**config.mk**
```make
export PLATFORM = sky130hd
export DESIGN_NAME = csel_bank
export DESIGN_NICKNAME = d
export VERILOG_FILES = /design/src/rtl/csel_pkg.sv /design/src/rtl/csel_match.sv /design/src/rtl/csel_wait.sv /design/src/rtl/csel_bank.sv
export SDC_FILE = /design/constraint.sdc
export NUM_CORES = 1
export LEC_CHECK = 0
export BUFFER_PORTS_ARGS = -buffer_cell sky130_fd_sc_hd__buf_4
export CAP_MARGIN = 20
export CORE_MARGIN = 2
export CORE_UTILIZATION = 48
export DETAILED_ROUTE_END_ITERATION = 16
export GPL_TIMING_DRIVEN = 0
export PLACE_DENSITY = 0.88
export REMOVE_ABC_BUFFERS = 1
export SLEW_MARGIN = 20
export SYNTH_ARGS = -nofsm -noshare
export SYNTH_HDL_FRONTEND = slang
export SYNTH_SLANG_ARGS = --single-unit
export TNS_END_PERCENT = 50
```
**constraint.sdc**
```tcl
create_clock -name clk -period 3.5 [get_ports clk]
set_input_delay 0.35 -clock clk [delete_from_list [all_inputs] [get_ports clk]]
set_output_delay 0.35 -clock clk [all_outputs]
set_load 0.01 [all_outputs]
```
**src/rtl/csel_pkg.sv**
```systemverilog
// Package csel_pkg: shared types and helpers for the chip-select bank.
// Assumes a 24-bit address bus and 16-bit configuration words.
package csel_pkg;

    localparam int ADDR_W   = 24;
    localparam int CFG_W    = 16;
    localparam int WAIT_W   = 4;
    localparam int BASE_LSB = 11;

    localparam logic [WAIT_W-1:0] WAIT_LAST = 4'd13;
    localparam logic [WAIT_W-1:0] WAIT_FAST = 4'd14;

    // Option word layout, most significant field first
    typedef struct packed {
        logic              mode;
        logic [1:0]        lane;
        logic [1:0]        dir;
        logic              ds_sync;
        logic [WAIT_W-1:0] waits;
        logic [1:0]        space;
        logic [2:0]        ipl;
        logic              avec;
    } csel_opt_t;

    // Lowest compared address bit for a window-size code
    function automatic int unsigned size_lsb(input logic [2:0] code);
        case (code)
            3'd0:    return 11;
            3'd1:    return 13;
            3'd2:    return 14;
            3'd3:    return 16;
            3'd4:    return 17;
            3'd5:    return 18;
            3'd6:    return 19;
            default: return 20;
        endcase
    endfunction

    // Mask of the address bits compared for a window-size code
    function automatic logic [ADDR_W-1:0] size_mask(input logic [2:0] code);
        logic [ADDR_W-1:0] m;
        for (int b = 0; b < ADDR_W; b++) begin
            m[b] = (b >= int'(size_lsb(code)));
        end
        return m;
    endfunction

endpackage

```
**src/rtl/csel_match.sv**
```systemverilog
// Module csel_match: attribute and address compare for one channel.
// Purely combinational; the result is not gated by any strobe.
// Assumes the space input uses 00=CPU, 01=user, 10=supervisor.
module csel_match
    import csel_pkg::*;
(
    input  logic [CFG_W-1:0]  base_w,
    input  csel_opt_t         opt_w,
    input  logic [ADDR_W-1:0] addr,
    input  logic              rd_wr,
    input  logic              upper_en,
    input  logic              lower_en,
    input  logic [1:0]        space,
    output logic              match
);

    logic [ADDR_W-1:0] base_addr;
    logic [ADDR_W-1:0] mask;
    logic              enabled;
    logic              addr_ok;
    logic              lane_ok;
    logic              dir_ok;
    logic              space_ok;
    logic              level_ok;

    // Window base and compare mask from the base word
    always_comb begin
        base_addr = {base_w[CFG_W-1:3], {BASE_LSB{1'b0}}};
        mask      = size_mask(base_w[2:0]);
        addr_ok   = ((addr ^ base_addr) & mask) == '0;
    end

    // Cycle attribute qualification from the option word
    always_comb begin
        enabled  = opt_w != '0;
        lane_ok  = (opt_w.lane[1] & upper_en) | (opt_w.lane[0] & lower_en);
        dir_ok   = rd_wr ? opt_w.dir[0] : opt_w.dir[1];
        if (opt_w.space == 2'b00) begin
            space_ok = (space == 2'b00);
            level_ok = (opt_w.ipl == 3'd0) || (opt_w.ipl == addr[3:1]);
        end else begin
            space_ok = (space != 2'b00) &&
                       ((opt_w.space == 2'b11) || (opt_w.space == space));
            level_ok = 1'b1;
        end
        match = enabled & addr_ok & lane_ok & dir_ok & space_ok & level_ok;
    end

endmodule

```
**src/rtl/csel_wait.sv**
```systemverilog
// Module csel_wait: wait-state counter and acknowledge for one channel.
// Assumes hit is the channel match already gated by the address strobe,
// and that it stays high for the whole strobe.
module csel_wait
    import csel_pkg::*;
(
    input  logic              clk,
    input  logic              rst_n,
    input  logic              hit,
    input  logic [WAIT_W-1:0] waits,
    output logic              ack
);

    logic [WAIT_W-1:0] cnt_q;
    logic              ack_q;
    logic              fast;

    // Count strobe clocks and latch the acknowledge once the count is reached
    always_ff @(posedge clk) begin
        if (!rst_n || !hit) begin
            cnt_q <= '0;
            ack_q <= 1'b0;
        end else begin
            if (cnt_q != '1) begin
                cnt_q <= cnt_q + 1'b1;
            end
            if (waits <= WAIT_LAST && cnt_q >= waits) begin
                ack_q <= 1'b1;
            end
        end
    end

    // Fast code acknowledges at once; the latched ack lasts only while hit
    always_comb begin
        fast = (waits == WAIT_FAST);
        ack  = hit & (ack_q | fast);
    end

endmodule

```
**src/rtl/csel_bank.sv**
```systemverilog
// Module csel_bank: bank of programmable chip-select channels.
// Drives one active-low select per channel and the internal acknowledge
// and autovector of the lowest-numbered matching channel.
// Assumes the configuration words stay stable during a bus cycle.
module csel_bank
    import csel_pkg::*;
#(
    parameter int NUM_CH = 4
) (
    input  logic                    clk,
    input  logic                    rst_n,
    input  logic [NUM_CH*CFG_W-1:0] base_cfg,
    input  logic [NUM_CH*CFG_W-1:0] opt_cfg,
    input  logic [ADDR_W-1:0]       addr,
    input  logic                    rd_wr,
    input  logic                    upper_en,
    input  logic                    lower_en,
    input  logic [1:0]              space,
    input  logic                    as_n,
    input  logic                    ds_n,
    output logic [NUM_CH-1:0]       cs_n,
    output logic                    dsack_n,
    output logic                    avec_n
);

    logic [NUM_CH-1:0] match_vec;
    logic [NUM_CH-1:0] hit_vec;
    logic [NUM_CH-1:0] ack_vec;
    logic [NUM_CH-1:0] avec_vec;
    logic [NUM_CH-1:0] owner;

    for (genvar i = 0; i < NUM_CH; i++) begin : g_ch
        csel_opt_t opt_i;

        // Unpack this channel's option word
        always_comb opt_i = csel_opt_t'(opt_cfg[i*CFG_W +: CFG_W]);

        csel_match u_match (
            .base_w   (base_cfg[i*CFG_W +: CFG_W]),
            .opt_w    (opt_i),
            .addr     (addr),
            .rd_wr    (rd_wr),
            .upper_en (upper_en),
            .lower_en (lower_en),
            .space    (space),
            .match    (match_vec[i])
        );

        // Strobe gating of the select and of the acknowledge hit
        always_comb begin
            cs_n[i]     = ~(match_vec[i] & (opt_i.ds_sync ? ~ds_n : ~as_n));
            hit_vec[i]  = match_vec[i] & ~as_n;
            avec_vec[i] = (opt_i.space == 2'b00) & opt_i.avec;
        end

        csel_wait u_wait (
            .clk   (clk),
            .rst_n (rst_n),
            .hit   (hit_vec[i]),
            .waits (opt_i.waits),
            .ack   (ack_vec[i])
        );
    end

    // Lowest-numbered hit owns the acknowledge and autovector
    always_comb begin
        owner   = hit_vec & (~hit_vec + 1'b1);
        dsack_n = ~|(owner & ack_vec);
        avec_n  = ~|(owner & avec_vec);
    end

endmodule

```
==> key figures, run 1 <==
Die
  • Num rows: 27
  • Die H: 79.4 microns
  • I/O Pins: 167
  • Starting Density: 0.496
  • Die footprint: 6300 sq um
  • Core area: 5510 sq um
  • Width of the chip: 79.4 microns

Logic synthesis
  • Cell area after synthesis: 2730 sq um
  • Top cells by count, synth: nor2_1, xnor2_1, nand2_1, xor2_1
  • #FFs+latches synth: 20
  • Top post-synthesis cells by area: dfxtp_1, xnor2_1, ha_1, xor2_1, nor2_1
  • Main synth FF type: dfxtp_1
  • Register area share after synthesis: 0.147
  • EDFF count, synth: 0
  • Ys Warns: 0
  • Unique masters post-synth: 57
  • Syn_area_per_cell: 7.44 sq um
  • Synth area leader: dfxtp_1
  • Async SR Flop Fraction: 0
  • Top cell type's share of synthesized area: 0.147
  • Synth Instances: 367

Routing
  • DRT iter0 DRCs: 191
  • Routed Wire Length: 10.1 mm
  • Post-DRT Antenna Nets: 0
  • First-pass detailed-route iteration total: 5
  • Vias/cell: 5.79
  • WL/cell: 17.0 microns
  • Total number of vias: 3,433
  • DRC violations left: 0

STA
  • Clk_skew: 2.64 ps
  • Tcrit/Tclk final: 0.877
  • Fmax: 326 MHz
  • Hold slack: 463 ps
  • Max_slew headroom: 0.492
  • RSZ-0062 raised after global routing: no
  • Fin crit period: 3070 ps
  • Fin. Hold Viols: 0
  • Slew @ Worst Pin: 758 ps
  • Total negative slack: 0 ps
  • Slew Limit Fails: 0
  • Final setup viols: 0

Pwr
  • Leak: 0.00179 uW
  • Sequential share of power: 0.280
  • Switching power total: 237 uW
  • Pwr/cell area: 201 nW/um^2
  • Final Power: 811 uW
  • Switching power share of the total: 0.292
  • Clock share of power: 0.286
  • Maximum VDD drop: 0.261 mV
  • Comb power frac: 0.433
  • Power Internal: 574 uW

Cells and area
  • Antenna fix cells: 0
  • Share of post-route cells with drive strength above 1: 0.332
  • Final net count: 703
  • Register Area: 400 sq um
  • Multi-input gate area: 2210 sq um
  • Final non-filler cell total: 593
  • Area Overhead vs Synth: 47.9%
  • Filler cells: 437

Clock tree
  • Clock sink total: 20
  • Max Root-Sink Buffers: 2
  • Post_cts resized: 0
  • Post-CTS Setup Bufs: 0
  • H-tree depth: 1
  • CTS tree: yes
  • CTS buffer count: 3
  • Hold_buf cts: 0
  • Clk slew on worst S/H paths: 80 ps
  • Clk_lat worst skew: 260 ps
  • Clock root buffer: clkbuf_8

Worst setup path
  • Data arrival time of the worst path: 2720 ps
  • CP Max Fanout: 4
  • Element type at the critical path end: primary output
  • WS Path Type: input port to primary output
  • Required @ worst endpoint: 3150 ps
  • Worst setup SP type: input port

Job
  • Max_cap viols: 0

Global routing
  • Largest net degree at the start of global routing: 13
  • First-pass GRT wire length: 15.6 mm
  • Vias in the first global route: 3,385
  • Total gr overflow: 0
  • Initial antenna violation count: 0
  • Global router's overall resource usage: 0.314

Place
  • DP Cell Count: 589
  • Routability cong.: 0.885
  • Post-DP HPWL: 8.67 mm
  • Input/output buffers: 158

Outcome
  • Status: completed

Hold path
  • Worst Hold Class: input port to flip-flop
[cell families after synthesis]
logic type,synth area share
flip-flops,0.147
buffers and inverters,0.0440
AND/OR/NAND/NOR,0.271
AO/OA/AOI/OAI,0.204
XOR/XNOR,0.202
adder cells (fa/ha/maj),0.0954
multiplexers,0.0367
[final timing paths]
| check | startpoint | endpoint | slack (ps) | cells after the start |
|---|---|---|---|---|
| min | opt_cfg[56] | g_ch[3].u_wait.ack_q | 460 | 4 |
| max | opt_cfg[56] | avec_n | 430 | 9 |
| min reg2reg | g_ch[3].u_wait.ack_q | g_ch[3].u_wait.ack_q | 490 | 2 |
| max reg2reg | g_ch[3].u_wait.cnt_q[0] | g_ch[3].u_wait.ack_q | 1740 | 9 |
[registers in the layout, summed over array words and instances, names as in the netlist]
register	count
g_ch.u_wait.cnt_q	16
g_ch.u_wait.ack_q	4
[cells in the final DEF (no fill, tap or decap), drive strengths merged, types with 2 or more instances in the layout]
master and instances:
buf 158, nor2 41, xnor2 41, nand2 23, xor2 22, inv 21
ha 20, dfxtp 20, a21oi 18, nor4 16, a31oi 14, o21ai 13
nand3 12, nor3 11, nand2b 11, mux2i 10, a211oi 8, nor2b 6
a2111oi 5, a22oi 4, nor3b 4, or2 3, or3 3, o22ai 3
nand4 3, clkbuf 3, or4 3, o2111ai 2, o211ai 2
[power groups by stage]
stage                     Combinational (uW)  Clock (uW)  Sequential [uW]
final                                    351         232              227
after global routing                     378         241              227
after CTS                                346         235              227
after detailed placement                 345           0              233
after global placement                   334           0              233
after floorplan                          134           0              233
[per-stage QoR]
stage / instance area [sq um] / util / setup WS [ps]
finish: 4040 / 0.733 / 431
global route: 4040 / 0.733 / 318
CTS: 4040 / 0.733 / 473
detailed placement: 3960 / 0.720 / 474
global placement: 3960 / 0.720 / 496
floorplan: 2690 / - / 1090
[per-layer routing]
metal  part of all wire  routed length, microns  global-route usage
met5                  0                       0                   0
met4              0.024                     237              0.0793
met3              0.088                     884              0.0724
met2               0.48                    4890               0.558
met1               0.40                    4070               0.380
[layout make-up]
type                       instances  share of cell area
multi-input combinational        318               0.547
timing repair buffer             158               0.294
sequential                        20              0.0992
tap                               72              0.0223
inverter                          21              0.0195
clock buffer                       3              0.0102
clock inverter                     1             0.00744
[critical path, stage by stage]
cell,delay [ps]
buf_4,120
or4_1,520
nor4_1,400
a2111oi_0,260
o32a_1,380
o2111a_2,190
a31o_2,230
a21oi_1,120
buf_4,150
No activity file was read; power rests on OpenSTA's default activity.
==> run 2, diff against run 1 <==
--- a/config.mk
+++ b/config.mk
@@ -5,13 +5,16 @@
 export SDC_FILE = /design/constraint.sdc
 export NUM_CORES = 1
 export LEC_CHECK = 0
+export ABC_AREA = 1
 export BUFFER_PORTS_ARGS = -buffer_cell sky130_fd_sc_hd__buf_4
 export CAP_MARGIN = 20
+export CELL_PAD_IN_SITES_DETAIL_PLACEMENT = 1
+export CELL_PAD_IN_SITES_GLOBAL_PLACEMENT = 1
 export CORE_MARGIN = 2
-export CORE_UTILIZATION = 48
+export CORE_UTILIZATION = 32
 export DETAILED_ROUTE_END_ITERATION = 16
 export GPL_TIMING_DRIVEN = 0
-export PLACE_DENSITY = 0.88
+export PLACE_DENSITY_LB_ADDON = 0.1
 export REMOVE_ABC_BUFFERS = 1
 export SLEW_MARGIN = 20
 export SYNTH_ARGS = -nofsm -noshare
==> run 2 against run 1 <==
  * Clock skew fell by 1.3 ps
  * Hold slack worse by 55 ps
  * Global-route usage is 9.4 points lower
  * Non-clock buffer count unchanged
  * Count of clock-buffer cells in the layout stayed put
  * Via count grew 21%
  * Fmax grew 39%
  * Cell area up 15%
  * Sequential cell count is the same
  * Routed wire length up 22%
  * Critical endpoint is now dsack_n
  * Largest cell class unchanged
  * Largest power group unchanged
==> key figures, run 2 <==
Global routing
  • Vias in the first global route: 4,401
  • Met2 Use GR: 0.440
  • Initial antenna violation count: 0
  • First-pass GRT wire length: 20.0 mm
  • Total gr overflow: 0
  • Global router's overall resource usage: 0.220
  • Met1 usage: 0.239
  • Largest net degree at the start of global routing: 12
  • GRT met3 Usage: 0.0421
  • GR peak layer: met2

Logic synthesis
  • Simple-gate share of the synthesized area: 0.410
  • Syn_area_per_cell: 5.64 sq um
  • #FFs+latches synth: 20
  • Cell area after synthesis: 3300 sq um
  • Synth Area in Compound Gates: 0.126
  • Top post-synthesis cells by area: nand2_1, dfxtp_1, inv_1, xnor2_1, nor2_1
  • Unique masters post-synth: 39
  • Top cell type's share of synthesized area: 0.182
  • EDFF count, synth: 0
  • Main synth FF type: dfxtp_1
  • Most common cell in the netlist: nand2_1
  • Synth Instances: 586
  • Register area share after synthesis: 0.121
  • Multiplexer area fraction after synthesis: 0
  • Synth Area in Adders: 0.0757
  • Async SR Flop Fraction: 0
  • Xor/xnor share of the synthesized area: 0.125
  • Top cells by count, synth: nand2_1, inv_1, nor2_1, nand3_1, xnor2_1
  • Ys Warns: 0
  • Synth area leader: nand2_1
  • Largest family of logic cells by synthesized area: simple AND/OR/NAND/NOR gates

Routing
  • Vias/cell: 4.76
  • Total number of vias: 4,148
  • DRC violations left: 0
  • First-pass detailed-route iteration total: 4
  • WL/cell: 14.1 microns
  • Routed Wire Length: 12.3 mm
  • Post-DRT Antenna Nets: 0
  • DRT iter0 DRCs: 81

Worst setup path
  • Critical Path Max Stage Delay: 210 ps
  • CP Max Fanout: 3
  • Critical path cell sequence: buf_4, nor2_1, nor2_1, nor2_1, nand2_1, nor2_1, nand2_1, nor2_2, nand4_1, nor2_1, nand2_2, nor2_1, nor2_1, buf_4
  • Required @ worst endpoint: 3150 ps
  • CP dominant cell by count: nor2_1
  • Element type at the critical path end: primary output
  • Worst path slowest cell: nor2_1
  • Worst setup SP type: input port
  • WS Path Type: input port to primary output
  • Data arrival time of the worst path: 1860 ps

Pwr
  • Pwr/cell area: 165 nW/um^2
  • Leak: 0.00245 uW
  • Maximum VDD drop: 0.136 mV

Clock tree
  • CTS tree: yes
  • Post_cts resized: 0
  • CTS buffer count: 3
  • Post-CTS Setup Bufs: 0
  • Max Root-Sink Buffers: 2
  • Clk_lat worst skew: 260 ps
  • Clock sink total: 20
  • Clock root buffer: clkbuf_8
  • H-tree depth: 1
  • Clk slew on worst S/H paths: 70 ps
  • Hold_buf cts: 0

Die
  • Die H: 106 microns
  • Width of the chip: 106 microns
  • Num rows: 37
  • Starting Density: 0.324
  • Die footprint: 11,200 sq um
  • I/O Pins: 167
  • Core area: 10,200 sq um

Cells and area
  • Share of post-route cells with drive strength above 1: 0.251
  • Final net count: 919
  • Most frequent cells in the layout: nand2_1, buf_4, inv_1
  • Largest register FFs: 16
  • Commonest non-fill, non-tap cell in the layout: nand2_1
  • Area Overhead vs Synth: 40.2%
  • Top reg by flops: g_ch.u_wait.cnt_q
  • Regs by FF count: g_ch.u_wait.cnt_q (16), g_ch.u_wait.ack_q (4)
  • Antenna fix cells: 0

STA
  • Max_slew headroom: 0.757
  • Hold slack: 408 ps
  • Clk_skew: 1.39 ps
  • Total negative slack: 0 ps
  • Fin. Hold Viols: 0
  • Fin crit period: 2210 ps
  • RSZ-0062 raised after global routing: no
  • Tcrit/Tclk final: 0.633
  • Final setup viols: 0
  • Fmax: 452 MHz
  • Slew @ Worst Pin: 364 ps
  • Slew Limit Fails: 0

Place
  • Input/output buffers: 158
  • Post-DP HPWL: 11.1 mm
  • Routability cong.: 0.824

Outcome
  • Status: completed

Hold path
  • Worst Hold Class: input port to flip-flop

Job
  • Max_cap viols: 0
## run 2: layout make-up
type / count / area (sq um)
Inverter: 107 / 402
Tap cell: 136 / 170
Multi-Input combinational cell: 448 / 2430
Clock buffer: 3 / 41.3
Sequential cell: 20 / 400
Fill cell: 1459 / 5550
Timing Repair Buffer: 158 / 1190
## run 2: per-layer routing
metal,up-vias,share of wire
met3,12,0.055
li1,2143,-
met1,1885,0.40
met5,-,0
met2,108,0.53
met4,0,0.016
## run 2: worst paths after layout
check | from | end | slack [ps] | cells after the start
max reg2reg | g_ch[1].u_wait.cnt_q[0] | g_ch[1].u_wait.ack_q | 1910 | 8
min reg2reg | g_ch[0].u_wait.ack_q | g_ch[0].u_wait.ack_q | 460 | 2
max | opt_cfg[53] | dsack_n | 1290 | 14
min | as_n | g_ch[2].u_wait.ack_q | 410 | 4
## run 2: cells by family after synthesis
family,count (synthesis)
xor gates and xnor gates,47
buffers and inverters,118
AOI/OAI and AO/OA,68
and+or+nand+nor,313
DFF,20
adders and majority gates,20
## run 2: critical path: cells and delay by family
family | cells | cell delay (ps)
buffers and inverters | 2 | 260
and+or+nand+nor | 12 | 1260
## run 2: where the power goes
part	switching, uW	internal (uW)
registers	0.0199	227
logic	185	197
clock network	77.2	76.9
total	263	501
## run 2: stage by stage
step	total power (uW)	instance area, sq um	setup slack, ps	util	cells
after global routing	823	4630	1050	0.455	872
after floorplan	399	3240	1780	-	575
final	764	4630	1290	0.455	872
after CTS	771	4630	1250	0.455	872
after global placement	606	4590	1270	0.451	869
after detailed placement	619	4590	1250	0.451	869
==> run 3, diff against run 2 <==
--- a/config.mk
+++ b/config.mk
@@ -11,7 +11,7 @@
 export CELL_PAD_IN_SITES_DETAIL_PLACEMENT = 1
 export CELL_PAD_IN_SITES_GLOBAL_PLACEMENT = 1
 export CORE_MARGIN = 2
-export CORE_UTILIZATION = 32
+export CORE_UTILIZATION = 30
 export DETAILED_ROUTE_END_ITERATION = 16
 export GPL_TIMING_DRIVEN = 0
 export PLACE_DENSITY_LB_ADDON = 0.1
==> constraint.sdc (replaced) <==
create_clock -name clk -period 2.08 [get_ports clk]
set_input_delay 0.208 -clock clk [delete_from_list [all_inputs] [get_ports clk]]
set_output_delay 0.208 -clock clk [all_outputs]
set_load 0.01 [all_outputs]
==> run 3 against run 2 <==
  * Critical path depth grew 1
  * Non-clock buffer count is the same
  * Clock power grew 65%
  * Die area grew 6.4%
  * Sequential cell count is the same
  * Sequential power grew 69%
  * Via count shrank 0.72%
  * Global-route usage shrank 1.4 points
  * Register-to-register slack lost 1400 ps
  * Largest cell class unchanged
  * Highest routed layer unchanged
  * Combinational power grew 70%
  * Clock skew shrank 0.67 ps
  * Final cell count grew 0.46%
  * Largest power group unchanged
  * Critical path type unchanged
==> key figures, run 3 (same netlist as run 2, synthesis figures left out) <==
Global routing
  • Largest net degree at the start of global routing: 12
  • Global router's overall resource usage: 0.206
  • First-pass GRT wire length: 19.6 mm
  • Total gr overflow: 0
  • Vias in the first global route: 4,291
  • Initial antenna violation count: 0

Place
  • Input/output buffers: 158
  • Post-DP HPWL: 11.2 mm
  • Placement Setup Slack: 62.3 ps
  • Routability cong.: 0.837

Worst setup path
  • Element type at the critical path end: primary output
  • Required @ worst endpoint: 1870 ps
  • Worst setup SP type: input port
  • CP Max Fanout: 3
  • R2r setup slk: 500 ps
  • Data arrival time of the worst path: 1770 ps
  • WS Path Type: input port to primary output

STA
  • Final setup viols: 0
  • Worst setup margin: 104 ps
  • Fin. Hold Viols: 0
  • RSZ-0062 raised after global routing: no
  • Fin crit period: 1980 ps
  • Slew @ Worst Pin: 370 ps
  • Fmax: 506 MHz
  • Slew Limit Fails: 0
  • Max_slew headroom: 0.753
  • Tcrit/Tclk final: 0.950
  • Total negative slack: 0 ps
  • Clk_skew: 0.722 ps

Die
  • I/O Pins: 167
  • Core area: 10,800 sq um
  • Die H: 109 microns
  • Die footprint: 11,900 sq um
  • Starting Density: 0.306
  • Num rows: 38
  • Width of the chip: 109 microns

Cells and area
  • Most frequent cells in the layout: nand2_1, buf_4, inv_1
  • Largest register FFs: 16
  • Filler cells: 1,500
  • Regs by FF count: g_ch.u_wait.cnt_q (16), g_ch.u_wait.ack_q (4)
  • Area Overhead vs Synth: 40.8%
  • Antenna fix cells: 0
  • Register Area: 400 sq um
  • Share of post-route cells with drive strength above 1: 0.261
  • Final net count: 919
  • Multi-input gate area: 2450 sq um
  • Top reg by flops: g_ch.u_wait.cnt_q

Clock tree
  • Post-CTS Setup Bufs: 0
  • CTS tree: yes
  • Clock root buffer: clkbuf_8
  • Clock sink total: 20
  • Clk slew on worst S/H paths: 70 ps
  • Clk_lat worst skew: 260 ps
  • CTS buffer count: 3
  • Max Root-Sink Buffers: 2
  • H-tree depth: 1
  • Hold_buf cts: 0
  • Post_cts resized: 0

Pwr
  • Maximum VDD drop: 0.219 mV
  • Sequential share of power: 0.297
  • Clock share of power: 0.197
  • Leak: 0.00245 uW
  • Switching power total: 443 uW
  • Pwr/cell area: 277 nW/um^2
  • Comb power frac: 0.506
  • Switching power share of the total: 0.344
  • Power Internal: 844 uW

Routing
  • DRC violations left: 0
  • Post-DRT Antenna Nets: 0
  • Routed Wire Length: 12.3 mm
  • Vias/cell: 4.70
  • Total number of vias: 4,118
  • WL/cell: 14.0 microns
  • First-pass detailed-route iteration total: 4
  • DRT iter0 DRCs: 104

Job
  • Max_cap viols: 0

Hold path
  • Worst Hold Class: input port to flip-flop

Outcome
  • Status: completed
run 3: cell count changes in the layout (fill, tap and decap cells not counted):
cell     before  now
inv_1       103  102
nor2_2        5    9
nand2_2       2    4
nor2_1       67   63
nand2_1     160  158
inv_2         4    5
run 3: stage by stage:
stage / total power [uW] / std cells / area [sq um] / hold slack (ps) / util
floorplan: 671 / 575 / 3240 / 367 / -
global placement: 1030 / 873 / 4600 / 439 / 0.426
detailed placement: 1050 / 873 / 4600 / 452 / 0.426
CTS: 1310 / 876 / 4640 / 274 / 0.430
global route: 1390 / 876 / 4650 / 286 / 0.431
finish: 1290 / 876 / 4650 / 279 / 0.431
run 3: routing by layer:
layer	up-vias	wire length [microns]	track usage	part of all wire
li1	2143	-	-	-
met1	1869	5200	0.245	0.42
met4	0	26	0.0110	0.0021
met2	102	6320	0.399	0.51
met5	-	0	0	0
met3	4	744	0.0335	0.061
run 3: final cells by class:
type                       count  share of cell area
clock buffer                   3             0.00887
inverter                     107              0.0863
multi-input combinational    448               0.526
sequential                    20              0.0860
tap                          140              0.0376
timing repair buffer         158               0.255
run 3: worst paths after layout:
kind              cells past startpoint                     from                      end
setup reg to reg                      8  g_ch[1].u_wait.cnt_q[0]     g_ch[1].u_wait.ack_q
hold / removal                        4                     as_n  g_ch[2].u_wait.cnt_q[1]
setup / recovery                     15               opt_cfg[4]                  dsack_n
hold reg to reg                       2     g_ch[0].u_wait.ack_q     g_ch[0].u_wait.ack_q
run 3: worst max-delay path, stage by stage:
cell     delay [ps]
buf_4           110
inv_1           120
nand2_2         100
nand2_1          70
nand2_1          50
nor2_1          100
nand3_1         120
nor2_2          200
nand2_1         110
nand4_1         100
nand2_1          60
inv_1            60
nand2_1          50
nor2_1          170
buf_4           150
run 3: power by group through the flow:
stage	combinational, uW	sequential, uW	clock, uW
2_1_floorplan	279	392	0
3_3_place_gp	634	392	0
3_5_place_dp	654	392	0
4_1_cts	657	382	267
5_1_grt	731	382	280
6_report	651	383	254
